$ cat src/rtl/dma_regs_pkg.sv
package dma_regs_pkg;
  localparam int REG_W     = 32;
  localparam int CNT_W     = 8;
  localparam int WIN_BYTES = 'h30;
  localparam int WORDS     = WIN_BYTES / 4;
  localparam int IDX_W     = $clog2(WORDS);

  localparam int IDX_CTRL = 0;
  localparam int IDX_STAT = 1;
  localparam int IDX_CUR  = 2;
  localparam int IDX_TAIL = 4;

  localparam int B_RUN  = 0;
  localparam int B_TMOD = 1;
  localparam int B_RST  = 2;

  localparam int S_HALT = 0;
  localparam int S_IDLE = 1;
  localparam int S_IOC  = 12;
  localparam int S_DLY  = 13;
  localparam int IRQ_LO = 12;
  localparam int IRQ_HI = 14;

  localparam logic [REG_W-1:0] CTRL_INIT = 32'h0001_0000;
  localparam logic [15:0]      STAT_INIT = 16'h0001;

  typedef struct packed {
    logic             ch;
    logic [IDX_W-1:0] idx;
  } dec_t;
endpackage

$ cat src/rtl/dma_addr_dec.sv
module dma_addr_dec
  import dma_regs_pkg::*;
#(
  parameter int AW = 7
) (
  input  logic [AW-1:0] addr_i,
  output dec_t          dec_o
);
  localparam logic [AW-1:0] WIN = AW'(WIN_BYTES);

  always_comb begin
    dec_o.ch  = 1'((addr_i / WIN) % AW'(2));
    dec_o.idx = IDX_W'((addr_i % WIN) >> 2);
  end
endmodule

$ cat src/rtl/dma_chan_csr.sv
module dma_chan_csr
  import dma_regs_pkg::*;
#(
  parameter bit IS_TX = 1'b0
) (
  input  logic             clk_i,
  input  logic             rst_ni,
  input  logic             wr_i,
  input  logic             rd_i,
  input  logic [IDX_W-1:0] idx_i,
  input  logic [REG_W-1:0] wdata_i,
  input  logic             ev_ioc_i,
  input  logic             ev_dly_i,
  input  logic             ev_idle_i,
  input  logic             ev_halt_i,
  input  logic [CNT_W-1:0] cmpl_cnt_i,
  input  logic [CNT_W-1:0] tmr_cnt_i,
  output logic [REG_W-1:0] rd_word_o,
  output logic             irq_o,
  output logic             run_o,
  output logic             reload_o,
  output logic             start_o,
  output logic [CNT_W-1:0] thresh_o,
  output logic [CNT_W-1:0] delay_o,
  output logic [REG_W-1:0] cur_o,
  output logic [REG_W-1:0] tail_o
);
  logic [REG_W-1:0] ctrl_q, ctrl_n, ctrl_wv;
  logic [15:0]      stat_q, stat_n;
  logic [REG_W-1:0] word_q [WORDS];
  logic             irq_q, reload_q, start_q;
  logic             ctrl_wr, ctrl_rd, stat_wr, tail_wr;

  assign ctrl_wr = wr_i && idx_i == IDX_W'(IDX_CTRL);
  assign ctrl_rd = rd_i && idx_i == IDX_W'(IDX_CTRL);
  assign stat_wr = wr_i && idx_i == IDX_W'(IDX_STAT);
  assign tail_wr = wr_i && idx_i == IDX_W'(IDX_TAIL);

  // Tail mode forced on; a held reset bit is carried into the new value
  assign ctrl_wv = wdata_i | (REG_W'(1) << B_TMOD) | (ctrl_q & (REG_W'(1) << B_RST));

  always_comb begin
    ctrl_n = ctrl_q;
    stat_n = stat_q;
    if (ctrl_wr) begin
      if (ctrl_wv[B_RST]) ctrl_n = CTRL_INIT | (REG_W'(1) << B_RST);
      else                ctrl_n = ctrl_wv;
    end else if (ctrl_rd) begin
      ctrl_n[B_RST] = 1'b0;
    end
    if (stat_wr) stat_n[IRQ_HI:IRQ_LO] = stat_q[IRQ_HI:IRQ_LO] & ~wdata_i[IRQ_HI:IRQ_LO];
    if (tail_wr) stat_n[S_IDLE] = 1'b0;
    if (ctrl_wr && !ctrl_wv[B_RST] && ctrl_wv[B_RUN]) begin
      stat_n[S_HALT] = 1'b0;
      stat_n[S_IDLE] = 1'b0;
    end
    // Events dominate clears
    if (ev_ioc_i)  stat_n[S_IOC]  = 1'b1;
    if (ev_dly_i)  stat_n[S_DLY]  = 1'b1;
    if (ev_idle_i) stat_n[S_IDLE] = 1'b1;
    if (ev_halt_i) stat_n[S_HALT] = 1'b1;
    if (ctrl_wr && ctrl_wv[B_RST]) stat_n = STAT_INIT;
  end

  always_ff @(posedge clk_i or negedge rst_ni) begin
    if (!rst_ni) begin
      ctrl_q   <= CTRL_INIT;
      stat_q   <= STAT_INIT;
      irq_q    <= 1'b0;
      reload_q <= 1'b0;
      start_q  <= 1'b0;
    end else begin
      ctrl_q   <= ctrl_n;
      stat_q   <= stat_n;
      irq_q    <= |(stat_q[IRQ_HI:IRQ_LO] & ctrl_q[IRQ_HI:IRQ_LO]);
      reload_q <= ctrl_wr;
      start_q  <= tail_wr && IS_TX;
    end
  end

  for (genvar w = 0; w < WORDS; w++) begin : g_word
    if (w == IDX_CTRL || w == IDX_STAT) begin : g_none
      assign word_q[w] = '0;
    end else begin : g_store
      always_ff @(posedge clk_i or negedge rst_ni) begin
        if (!rst_ni)                           word_q[w] <= '0;
        else if (wr_i && idx_i == IDX_W'(w))   word_q[w] <= wdata_i;
      end
    end
  end

  always_comb begin
    rd_word_o = '0;
    for (int w = 0; w < WORDS; w++) begin
      if (idx_i == IDX_W'(w)) rd_word_o = word_q[w];
    end
    if (idx_i == IDX_W'(IDX_CTRL)) rd_word_o = ctrl_q & ~(REG_W'(1) << B_RST);
    if (idx_i == IDX_W'(IDX_STAT)) rd_word_o = {tmr_cnt_i, cmpl_cnt_i, stat_q};
  end

  assign irq_o    = irq_q;
  assign run_o    = ctrl_q[B_RUN];
  assign reload_o = reload_q;
  assign start_o  = start_q;
  assign thresh_o = ctrl_q[23:16];
  assign delay_o  = ctrl_q[31:24];
  assign cur_o    = word_q[IDX_CUR];
  assign tail_o   = word_q[IDX_TAIL];
endmodule

$ cat src/rtl/dma_chan_regs.sv
module dma_chan_regs
  import dma_regs_pkg::*;
#(
  parameter int AW = 7
) (
  input  logic                 clk_i,
  input  logic                 rst_ni,
  input  logic                 req_i,
  input  logic                 we_i,
  input  logic [AW-1:0]        addr_i,
  input  logic [REG_W-1:0]     wdata_i,
  output logic [REG_W-1:0]     rdata_o,
  input  logic [1:0]           ev_ioc_i,
  input  logic [1:0]           ev_dly_i,
  input  logic [1:0]           ev_idle_i,
  input  logic [1:0]           ev_halt_i,
  input  logic [2*CNT_W-1:0]   cmpl_cnt_i,
  input  logic [2*CNT_W-1:0]   tmr_cnt_i,
  output logic [1:0]           irq_o,
  output logic [1:0]           run_o,
  output logic [1:0]           reload_o,
  output logic [2*CNT_W-1:0]   thresh_o,
  output logic [2*CNT_W-1:0]   delay_o,
  output logic                 tx_start_o,
  output logic [2*REG_W-1:0]   cur_desc_o,
  output logic [2*REG_W-1:0]   tail_desc_o
);
  localparam int NCH = 2;

  dec_t             dec;
  logic [REG_W-1:0] rd_word [NCH];
  logic [NCH-1:0]   start_w;
  logic [REG_W-1:0] rdata_q;

  dma_addr_dec #(.AW(AW)) u_dec (.addr_i(addr_i), .dec_o(dec));

  for (genvar c = 0; c < NCH; c++) begin : g_ch
    logic sel;
    assign sel = req_i && dec.ch == 1'(c);
    dma_chan_csr #(.IS_TX(c == 0)) u_csr (
      .clk_i      (clk_i),
      .rst_ni     (rst_ni),
      .wr_i       (sel && we_i),
      .rd_i       (sel && !we_i),
      .idx_i      (dec.idx),
      .wdata_i    (wdata_i),
      .ev_ioc_i   (ev_ioc_i[c]),
      .ev_dly_i   (ev_dly_i[c]),
      .ev_idle_i  (ev_idle_i[c]),
      .ev_halt_i  (ev_halt_i[c]),
      .cmpl_cnt_i (cmpl_cnt_i[c*CNT_W +: CNT_W]),
      .tmr_cnt_i  (tmr_cnt_i[c*CNT_W +: CNT_W]),
      .rd_word_o  (rd_word[c]),
      .irq_o      (irq_o[c]),
      .run_o      (run_o[c]),
      .reload_o   (reload_o[c]),
      .start_o    (start_w[c]),
      .thresh_o   (thresh_o[c*CNT_W +: CNT_W]),
      .delay_o    (delay_o[c*CNT_W +: CNT_W]),
      .cur_o      (cur_desc_o[c*REG_W +: REG_W]),
      .tail_o     (tail_desc_o[c*REG_W +: REG_W])
    );
  end

  always_ff @(posedge clk_i or negedge rst_ni) begin
    if (!rst_ni)              rdata_q <= '0;
    else if (req_i && !we_i)  rdata_q <= rd_word[dec.ch];
  end

  assign rdata_o    = rdata_q;
  assign tx_start_o = |start_w;  // only the transmit instance can pulse
endmodule

$ cat config.mk
export PLATFORM = sky130hd
export DESIGN_NAME = dma_chan_regs
export DESIGN_NICKNAME = d
export VERILOG_FILES = /design/src/rtl/dma_regs_pkg.sv /design/src/rtl/dma_addr_dec.sv /design/src/rtl/dma_chan_csr.sv /design/src/rtl/dma_chan_regs.sv
export SDC_FILE = /design/constraint.sdc
export NUM_CORES = 1
export LEC_CHECK = 0
export BUFFER_PORTS_ARGS = -buffer_cell sky130_fd_sc_hd__buf_2
export CAP_MARGIN = 20
export CORE_MARGIN = 5
export CORE_UTILIZATION = 41
export CTS_CLUSTER_SIZE = 28
export DETAILED_ROUTE_END_ITERATION = 8
export HOLD_SLACK_MARGIN = 0.1
export SLEW_MARGIN = 20
export SYNTH_ARGS = -nofsm -noshare
export SYNTH_HDL_FRONTEND = slang
export SYNTH_SLANG_ARGS = --single-unit
$ cat constraint.sdc
create_clock -name clk_i -period 2.35 [get_ports clk_i]
set_clock_uncertainty 0.05 [all_clocks]
set_input_delay 0.47 -clock clk_i [delete_from_list [all_inputs] [get_ports clk_i]]
set_output_delay 0.47 -clock clk_i [all_outputs]
set_load 0.03 [all_outputs]
==> impl_metrics.csv <==
group,metric,value,unit
run_status,outcome,"finished with violations",
run_status,violations,"negative setup slack",
global_route,grt_max_degree,83,
worst_setup_path,timing.rr.start,"g_ch[1].u_csr.tail_o[21]$_DFFE_PN0P_",
clock_network,post-cts-setup-buffers,0,
clock_network,numCtsBuffers,83,
worst_setup_path,reg2reg_depth,7,
placed_design,post-place-cells,4729,
worst_setup_path,reg2reg_setup_slack,0,ps
timing,final_max_slew_viol_count,0,
synthesis,synth_area_leader_cell,"dfrtp_1",
synthesis,syn_area,0.0380,mm²
cells_and_area,nets,3663,
worst_setup_path,cp-startpoint,"addr_i[6]",
synthesis,ys_seq_area_frac,0.494,
worst_setup_path,cp_num_cells,9,
synthesis,synth_fp_nets,3281,
worst_setup_path,worstPathRequired,2870,ps
route,drc,0,
route,met1_length,62.6,mm
route,drt_iter0_drc,3218,
timing,setup_slack,-55.1,ps
synthesis,synth_top_area_frac,0.492,
synthesis,yosys-top-cells-area,"dfrtp_1, mux2_2, buf_4",
floorplan,die_h,315,µm
timing,fin_crit,2410,ps
synthesis,synth-seq-cells,751,
power_and_ir_drop,peakVddDrop,0.496,mV
synthesis,yosys-top-cells-count,"dfrtp_1, mux2_2, buf_4, o21ai_0, buf_2",
timing,worstMarginPinSlew,902,ps
synthesis,syn_inst,3198,
route,ant_nets,0,
global_route,grt-ovfl-total,0,
synthesis,ys.flop_type,"dfrtp_1",
worst_setup_path,slowest_delay,760,ps
clock_network,clock_path_buffers,3,
floorplan,core,0.0918,mm²
route,topRoutingLayerUsed,"met5",
power_and_ir_drop,leakage,21.5,nW
global_route,grt_antenna_before_repair,9,
cells_and_area,drive_gt1_frac,0.444,
route,wl_per_cell,30.0,µm
worst_setup_path,crit_arrival,2920,ps
route,vias,29900,
route,wl_met2,62.9,mm
global_route,grt.total_usage,0.290,
route,vias_per_cell,6.12,
power_and_ir_drop,powerDensity,842,mW/mm²
worst_setup_path,critical_path_class,"in -> reg",
global_route,grt_pass1_wl,213,mm
route,drt_wl_total,147,mm
placed_design,gp_congestion,0.929,
cells_and_area,final_cells,4890,
synthesis,synth_cell_types,97,
worst_setup_path,path_buf_inv,4,
timing,finalSetupTns,-58.2,ps
timing,setup_viol,2,
worst_setup_path,critPathTopFamily,"compound AO/OA/AOI/OAI gates",
clock_network,clk_pin_slew,60,ps
clock_network,cts_tree,"done",
route,met3_length,16.1,mm
timing,slew_headroom,0.399,
synthesis,async_reset_ff_frac,1.00,
hold_path,hold_start,"req_i",
global_route,grt_pass1_vias,29800,
flow_run,cap_violations,0,
synthesis,synth-edff-count,0,
clock_network,clk_latency,680,ps
route,drt_first_pass_iters,6,
synthesis,synth_warnings,0,
floorplan,rows,111,
hold_path,min_path_type,"in -> reg",
worst_setup_path,worstPathMaxFanout,22,
floorplan,io_pins,282,
floorplan,initial_core_util,0.414,
placed_design,dp_hpwl,105,mm
worst_setup_path,cp-end-kind,"flop",
worst_setup_path,critPathCapture,"rdata_o[21]$_DFFE_PN0P_",
worst_setup_path,reg2reg_to,"rdata_o[21]$_DFFE_PN0P_",
timing,finalCritPeriodShare,1.02,
timing,hold_viol_final,0,
synthesis,syn_avg_cell_area,11.9,µm²
clock_network,tritoncts_num_sinks,751,
worst_setup_path,cp_slowest_cell,"a221oi_1",
timing,rsz0062_at_grt,"false",
floorplan,die_w,315,µm
clock_network,cts-root-buf,"clkbuf_16",
worst_setup_path,crit_chain,"buf_4 -> buf_12 -> xnor2_4 -> o22ai_4 -> buf_4 -> buf_12 -> a221oi_1 -> o211ai_1 -> and4_1",
synthesis,synth_most_common_cell,"dfrtp_1",
floorplan,die-area,0.0989,mm²
timing,fmax,416,MHz
placed_design,io_buffer_count,279,
worst_setup_path,startpoint_type,"primary input",
clock_network,htree_levels,3,
cells_and_area,area_growth,20.7,%
==> power by group <==
| part | switching [mW] | total (mW) | internal (mW) |
|---|---|---|---|
| Clock | 5.62 | 13.4 | 7.79 |
| Combinational | 4.77 | 8.36 | 3.59 |
| Sequential | 1.73 | 16.9 | 15.2 |
| Total | 12.1 | 38.7 | 26.5 |
==> per-layer routing <==
layer,GRT usage,vias to the layer above
met1,0.424,15500
met2,0.425,1616
met5,0,-
met3,0.0747,259
li1,-,12500
met4,0.0856,2
==> cell type report <==
type	count	area [µm²]
sequential	751	18800
inverter	18	67.6
timing repair buffer	770	6110
clock inverter	23	333
fill	8181	45900
antenna	3	7.51
clock buffer	126	2450
multi-input combinational	1956	16600
tap	1243	1560
==> worst reg2reg max path: cells and delay by family, from the launching register on <==
kind	cells	cell delay (ps)
buffers and inverters	1	140
multiplexers	1	290
flip-flops	1	430
AO/OA/AOI/OAI	3	1120
AND/OR/NAND/NOR	2	260
==> how the worst min path moves through the flow <==
| stage | to | slack (ps) | cells after the start |
|---|---|---|---|
| floorplan | g_ch[0].u_csr.ctrl_q[0]$_DFFE_PN0P_ | 120 | 0 |
| global placement | g_ch[0].u_csr.start_o$_DFF_PN0_ | 330 | 1 |
| detailed placement | g_ch[0].u_csr.start_o$_DFF_PN0_ | 330 | 1 |
| CTS | g_ch[1].u_csr.ctrl_q[2]$_DFFE_PN0P_ | 100 | 3 |
| global route | g_ch[1].u_csr.ctrl_q[2]$_DFFE_PN0P_ | 140 | 3 |
| finish | g_ch[1].u_csr.ctrl_q[2]$_DFFE_PN0P_ | 130 | 3 |
==> what timing repair did <==
item | CTS | global route
hold endpoints to repair | 411 | 0
pin swaps | 2 | 4
endpoints found under the setup margin | 7 | 41
cloned | 0 | 0
resized for setup | 7 | 7
hold buffers | 9 | 0
==> metrics by stage <==
stage	setup WS [ps]	hold slack [ps]	cell area, µm²	total power, mW	util
final	-55.1	129	45900	38.7	0.500
after floorplan	73.9	124	38000	22.2	-
after global routing	13.0	138	45900	40.1	0.500
after detailed placement	-832	331	43000	25.3	0.468
after CTS	17.0	103	45900	38.7	0.500
after global placement	-855	335	43000	25.1	0.468
==> layout by cell type, fill, tap and decap left out, types with 13 or more instances in the layout <==
cell and instances:
a211oi_1 24, a21o_1 13, a21oi_1 137, a221o_1 18
a221oi_1 27, a222oi_1 14, a22o_1 65, a22oi_1 27
a31oi_1 19, a32oi_1 17, buf_12 78, buf_2 274
buf_4 406, clkbuf_1 23, clkbuf_16 84, clkbuf_8 19
dfrtp_1 747, inv_1 18, mux2_1 43, mux2_2 633
mux2i_1 34, mux4_2 31, nand2_1 132, nand3_1 36
nor2_1 118, nor2b_1 13, nor3_1 24, o211ai_1 47
o21a_1 26, o21ai_0 140, o221ai_1 62, o22ai_1 52
==> logic make-up after synthesis <==
family,count (synthesis),share of synthesized area
buf+inv,491,0.0732
compound gates,788,0.147
flops,751,0.494
simple gates,422,0.0557
mux,741,0.228
fa+ha+maj,1,0.000263
xor+xnor,4,0.00161
==> sequential cells by signal, indices dropped and copies added, names as in the netlist <==
| signal | flops |
|---|---|
| g_ch.u_csr.cur_o | 64 |
| rdata_o | 32 |
| g_ch.u_csr.tail_o | 64 |
| g_ch.u_csr.ctrl_q | 64 |
| g_ch.u_csr.start_o | 1 |
| g_ch.u_csr.reload_o | 2 |
| g_ch.u_csr.irq_o | 2 |
| g_ch.u_csr.stat_q | 10 |
| g_ch.u_csr.word_q | 512 |
Note: power is estimated with default switching activity, not from simulation.
